[src/rtl/mpwm_pkg.sv]
package mpwm_pkg;
  localparam int unsigned REG_AW = 5;
  localparam int unsigned BYTE_W = 8;
  localparam int unsigned NUM_CH = 6;
  localparam int unsigned WIDE_W = 2 * BYTE_W;

  localparam int unsigned A_ENA  = 0;
  localparam int unsigned A_POL  = 1;
  localparam int unsigned A_CTL  = 2;
  localparam int unsigned A_PER  = 8;
  localparam int unsigned A_DUTY = 16;

  // Counter is still inside the active part of the period.
  function automatic logic in_active(input logic [WIDE_W-1:0] cnt,
                                     input logic [WIDE_W-1:0] duty);
    return cnt < duty;
  endfunction

  // Counter holds the last count of the period (period 0 counts as 1).
  function automatic logic at_last(input logic [WIDE_W-1:0] cnt,
                                   input logic [WIDE_W-1:0] per);
    return ({1'b0, cnt} + (WIDE_W+1)'(1)) >= {1'b0, per};
  endfunction
endpackage

[src/rtl/mpwm_regs.sv]
module mpwm_regs
  import mpwm_pkg::*;
#(
  parameter int unsigned NCH = NUM_CH,
  parameter int unsigned DW  = BYTE_W,
  parameter int unsigned AW  = REG_AW
) (
  input  logic                    clk,
  input  logic                    rst_n,
  input  logic                    wr_en,
  input  logic [AW-1:0]           wr_addr,
  input  logic [DW-1:0]           wr_data,
  input  logic [AW-1:0]           rd_addr,
  output logic [DW-1:0]           rd_data,
  output logic [NCH-1:0]          ena_o,
  output logic [NCH-1:0]          pol_o,
  output logic                    chain_o,
  output logic [NCH-1:0][DW-1:0]  per_o,
  output logic [NCH-1:0][DW-1:0]  duty_o
);
  logic [NCH-1:0]         ena_q, pol_q;
  logic                   chain_q;
  logic [NCH-1:0][DW-1:0] per_q, duty_q;

  always_ff @(posedge clk) begin
    if (!rst_n) begin
      ena_q   <= '0;
      pol_q   <= '0;
      chain_q <= 1'b0;
      per_q   <= '0;
      duty_q  <= '0;
    end else if (wr_en) begin
      if (wr_addr == AW'(A_ENA)) ena_q <= wr_data[NCH-1:0];
      if (wr_addr == AW'(A_POL)) pol_q <= wr_data[NCH-1:0];
      if (wr_addr == AW'(A_CTL)) chain_q <= wr_data[0];
      for (int i = 0; i < NCH; i++) begin
        if (wr_addr == AW'(A_PER + i))  per_q[i]  <= wr_data;
        if (wr_addr == AW'(A_DUTY + i)) duty_q[i] <= wr_data;
      end
    end
  end

  always_comb begin
    rd_data = '0;
    if (rd_addr == AW'(A_ENA)) rd_data = DW'(ena_q);
    if (rd_addr == AW'(A_POL)) rd_data = DW'(pol_q);
    if (rd_addr == AW'(A_CTL)) rd_data = DW'(chain_q);
    for (int i = 0; i < NCH; i++) begin
      if (rd_addr == AW'(A_PER + i))  rd_data = per_q[i];
      if (rd_addr == AW'(A_DUTY + i)) rd_data = duty_q[i];
    end
  end

  assign ena_o   = ena_q;
  assign pol_o   = pol_q;
  assign chain_o = chain_q;
  assign per_o   = per_q;
  assign duty_o  = duty_q;
endmodule

[src/rtl/mpwm_chan.sv]
module mpwm_chan
  import mpwm_pkg::*;
#(
  parameter int unsigned CW = BYTE_W
) (
  input  logic          clk,
  input  logic          rst_n,
  input  logic          tick,
  input  logic          en,
  input  logic          pol,
  input  logic [CW-1:0] per,
  input  logic [CW-1:0] duty,
  output logic          wave,
  output logic          live,
  output logic [CW-1:0] cnt,
  output logic [CW-1:0] per_now,
  output logic          start_evt,
  output logic          wrap_evt
);
  logic          live_q;
  logic [CW-1:0] cnt_q, per_q, duty_q;
  logic          last, act;

  assign last      = at_last(WIDE_W'(cnt_q), WIDE_W'(per_q));
  assign act       = in_active(WIDE_W'(cnt_q), WIDE_W'(duty_q));
  assign start_evt = en & ~live_q & tick;
  assign wrap_evt  = en & live_q & tick & last;

  always_ff @(posedge clk) begin
    if (!rst_n) begin
      live_q <= 1'b0;
      cnt_q  <= '0;
      per_q  <= '0;
      duty_q <= '0;
    end else if (!en) begin
      live_q <= 1'b0;
      cnt_q  <= '0;
    end else if (start_evt || wrap_evt) begin
      live_q <= 1'b1;
      cnt_q  <= '0;
      per_q  <= per;
      duty_q <= duty;
    end else if (live_q && tick) begin
      cnt_q <= cnt_q + CW'(1);
    end
  end

  assign wave    = live_q & (pol ? act : ~act);
  assign live    = live_q;
  assign cnt     = cnt_q;
  assign per_now = per_q;
endmodule

[src/rtl/mpwm_top.sv]
module mpwm_top
  import mpwm_pkg::*;
#(
  parameter int unsigned NCH = NUM_CH,
  parameter int unsigned DW  = BYTE_W,
  parameter int unsigned AW  = REG_AW
) (
  input  logic           clk,
  input  logic           rst_n,
  input  logic           tick,
  input  logic           wr_en,
  input  logic [AW-1:0]  wr_addr,
  input  logic [DW-1:0]  wr_data,
  input  logic [AW-1:0]  rd_addr,
  output logic [DW-1:0]  rd_data,
  output logic [NCH-1:0] pwm_out
);
  localparam int unsigned XW = 2 * DW;

  logic [NCH-1:0]          ena_w, pol_w, live_w, start_w, wrap_w;
  logic                    chain_w;
  logic [NCH-1:0][DW-1:0]  per_w, duty_w;
  logic [NCH-1:0][XW-1:0]  cnt_w, pnow_w;

  mpwm_regs #(.NCH(NCH), .DW(DW), .AW(AW)) u_regs (
    .clk(clk), .rst_n(rst_n), .wr_en(wr_en), .wr_addr(wr_addr),
    .wr_data(wr_data), .rd_addr(rd_addr), .rd_data(rd_data),
    .ena_o(ena_w), .pol_o(pol_w), .chain_o(chain_w),
    .per_o(per_w), .duty_o(duty_w)
  );

  for (genvar i = 0; i < NCH; i++) begin : g_ch
    if (i == 1) begin : g_wide
      logic          wave_x;
      logic [XW-1:0] per_x, duty_x, cnt_x, pnow_x;
      assign per_x  = chain_w ? {per_w[0], per_w[1]}   : XW'(per_w[1]);
      assign duty_x = chain_w ? {duty_w[0], duty_w[1]} : XW'(duty_w[1]);
      mpwm_chan #(.CW(XW)) u_chan (
        .clk(clk), .rst_n(rst_n), .tick(tick), .en(ena_w[i]), .pol(pol_w[i]),
        .per(per_x), .duty(duty_x), .wave(wave_x), .live(live_w[i]),
        .cnt(cnt_x), .per_now(pnow_x), .start_evt(start_w[i]),
        .wrap_evt(wrap_w[i])
      );
      assign cnt_w[i]   = cnt_x;
      assign pnow_w[i]  = pnow_x;
      assign pwm_out[i] = wave_x;
    end else begin : g_narrow
      logic          wave_n, en_n;
      logic [DW-1:0] cnt_n, pnow_n;
      assign en_n = (i == 0) ? (ena_w[i] & ~chain_w) : ena_w[i];
      mpwm_chan #(.CW(DW)) u_chan (
        .clk(clk), .rst_n(rst_n), .tick(tick), .en(en_n), .pol(pol_w[i]),
        .per(per_w[i]), .duty(duty_w[i]), .wave(wave_n), .live(live_w[i]),
        .cnt(cnt_n), .per_now(pnow_n), .start_evt(start_w[i]),
        .wrap_evt(wrap_w[i])
      );
      assign cnt_w[i]   = XW'(cnt_n);
      assign pnow_w[i]  = XW'(pnow_n);
      assign pwm_out[i] = wave_n & ~(chain_w & (i == 0));
    end
  end
endmodule

[config.mk]
export PLATFORM = sky130hd
export DESIGN_NAME = mpwm_top
export DESIGN_NICKNAME = d
export VERILOG_FILES = /design/src/rtl/mpwm_pkg.sv /design/src/rtl/mpwm_regs.sv /design/src/rtl/mpwm_chan.sv /design/src/rtl/mpwm_top.sv
export SDC_FILE = /design/constraint.sdc
export NUM_CORES = 1
export LEC_CHECK = 0
export CAP_MARGIN = 30
export CORE_MARGIN = 2
export CORE_UTILIZATION = 55
export CTS_CLUSTER_SIZE = 28
export DETAILED_ROUTE_END_ITERATION = 8
export PLACE_DENSITY = 0.75
export SETUP_SLACK_MARGIN = 0.2
export SLEW_MARGIN = 20
export SYNTH_ARGS = -nofsm -noshare
export SYNTH_HDL_FRONTEND = slang
export SYNTH_HIERARCHICAL = 1
export SYNTH_SLANG_ARGS = --single-unit
[constraint.sdc]
create_clock -name clk -period 3.5 [get_ports clk]
set_clock_uncertainty 0.2 [all_clocks]
set_input_delay 1.05 -clock clk [delete_from_list [all_inputs] [get_ports clk]]
set_output_delay 1.05 -clock clk [all_outputs]
set_load 0.01 [all_outputs]
==> metrics <==
measured slew at the worst slew-check pin=0.958 ns; Crit Path Class=in -> out; Mean Syn Cell Area=8.40 um^2; Pint=5690 uW; clock latency on the worst-skew pair=0.56 ns; DR pass1 iterations=6; Final setup violation count=10; failing checks=setup timing; Pleak=0.00794 uW; Cell Chain, Critical Path=buf_8, buf_12, buf_6, nand3b_1, a21oi_2, a211o_1, o21bai_4, a21oi_2, buf_2; wire per inst=19.1 um; global-route usage over all layers=0.294; clk root buf=clkbuf_16; Routed Antenna Nets=0; total CTS buffers=31; CTS sink count=283; Sw Ratio=0.223; final count of pins violating max slew=0; htree depth=1; crit-path max FO=5; layout cells sized above 1=0.202; Final Net Count=2213; IO Port Bufs=35; Longest Clk Path Bufs=3; status=finished, violations left; Die Width=177 um; post-synthesis cell count=1951; vias post-DR=14.4k; fmax=0.261 GHz; num rows=63; most frequent CP cell=a21oi_2; Detailed Route WL=47.7 mm; P_sw=1630 uW; Setup crit end kind=output pin; core footprint=0.0295 mm^2; PwrDens=363 mW/mm^2; vias in the first global route=13.7k; crit path launch type=primary input; Data required, critical path=2.25 ns; worst min path class=reg -> reg; synthesized area=0.0164 mm^2; Antenna Cells=0; die area=0.0312 mm^2; Worst EP arrival=2.58 ns; Crit path max-delay family=compound AO/OA/AOI/OAI gates; Worst-path clk slew=0.06 ns; largest net degree at the start of global routing=136; Tmin final=3.83 ns; initial antenna violation count=0; Initial Util=0.556; register share of total power=0.443; period utilization=1.10; RSZ-0062 raised after global routing=yes; first-pass GRT wire length=73.4 mm; YS warnings=6; Post-Synthesis Net Count=2085; crit-path max cell delay=0.28 ns; CTS tree=done; relative slew slack=0.360; die height=177 um; Max VDD drop=379 uV; Detail Placement HPWL=32.5 mm; FILL cells=2293; final hold slack=0.260 ns; final setup margin=-0.334 ns; Critical path buffers and inverters=4; grt ovf=0; proportion of power drawn by the clock network=0.492; power share of the combinational group=0.065; DR iter-0 viols=1329; P&R area growth vs syn=23.1%; Setup Slack @ Placement=-1.18 ns; io pins=36; slowest CP cell=a21oi_2; drc violations=0; Vias per Instance=5.77; number of max-cap violations=0; gpl congestion=0.977; final hold violations=0
==> layout make-up <==
cell class / count / area [um^2] / share of cell area
multi-input combinational: 1446 / 10400 / 0.518
sequential: 283 / 5710 / 0.283
timing repair buffer: 199 / 1960 / 0.0971
clock buffer: 39 / 866 / 0.0429
tap: 390 / 488 / 0.0242
inverter: 118 / 443 / 0.0219
clock inverter: 17 / 272 / 0.0135
==> power by group through the flow <==
stage	clock network (uW)	registers, uW	logic (uW)
2_1_floorplan	0	3310	226
3_5_place_dp	0	3320	381
4_1_cts	3640	3240	431
5_1_grt	3770	3240	493
6_report	3600	3240	473
3_3_place_gp	0	3320	381
==> path summary, 6_finish.rpt <==
| check | from | endpoint | slack (ns) | cells after the start |
|---|---|---|---|---|
| hold / removal | g_ch[1].g_wide.u_chan/per_now[12] | g_ch[1].g_wide.u_chan/per_now[12] | 0.26 | 2 |
| setup reg to reg | g_ch[1].g_wide.u_chan/cnt[0] | g_ch[1].g_wide.u_chan/cnt[7] | 0.03 | 15 |
| hold reg to reg | g_ch[1].g_wide.u_chan/per_now[12] | g_ch[1].g_wide.u_chan/per_now[12] | 0.26 | 2 |
| setup / recovery | rd_addr[2] | rd_data[7] | -0.33 | 9 |
==> metrics by stage <==
stage                     TNS (ns)  utilization  power (uW)  area (um^2)  std cells
after global placement       -9.17        0.602        3700        17700       2389
after global routing         -7.40        0.685        7510        20200       2492
after detailed placement     -9.16        0.602        3700        17700       2389
final                        -2.72        0.685        7320        20200       2492
after floorplan                  0            -        3530        16600       1951
after CTS                    -2.51        0.666        7320        19600       2471
==> cell usage in the layout, fill, tap and decap left out, types with 61 or more instances in the layout <==
cell / count
nor3_1: 61
buf_4: 122
nand2_1: 357
dfxtp_1: 254
mux2i_1: 181
ha_1: 99
nor2b_1: 76
inv_1: 109
nand3_1: 91
nor2_1: 78
==> metal layers <==
layer  share of wire  track usage  up-vias
li1                -            -     6944
met1            0.45        0.394     6911
met2            0.47        0.505      433
met3           0.053       0.0341       96
met4           0.027       0.0682        0
met5               0            0        -
==> sequential cells by signal, summed over array words and instances, names as in the netlist, 5 cells and up <==
register	cells
g_ch.g_wide.u_chan/per_now	16
g_ch.g_narrow.u_chan/per_now	40
g_ch.g_narrow.u_chan/live	5
g_ch.g_narrow.u_chan/duty_q	40
u_regs/ena_o	6
u_regs/duty_o	48
u_regs/pol_o	6
g_ch.g_narrow.u_chan/cnt	40
u_regs/per_o	48
g_ch.g_wide.u_chan/duty_q	16
g_ch.g_wide.u_chan/cnt	16
==> tightest hold or removal path, cell delays in order (launching register included) <==
cell	delay [ns]
dfxtp_1	0.31
nand2_1	0.05
mux2i_1	0.05
==> repair_timing <==
action / CTS / global route
hold buffers: 0 / 0
setup endpoints to repair: 93 / 110
pin swaps: 65 / 42
gates resized for setup: 209 / 76
gates cloned: 6 / 4
hold endpoints to repair: 0 / 0
buffers inserted: 20 / 17
No activity file was read; power rests on OpenSTA's default activity.
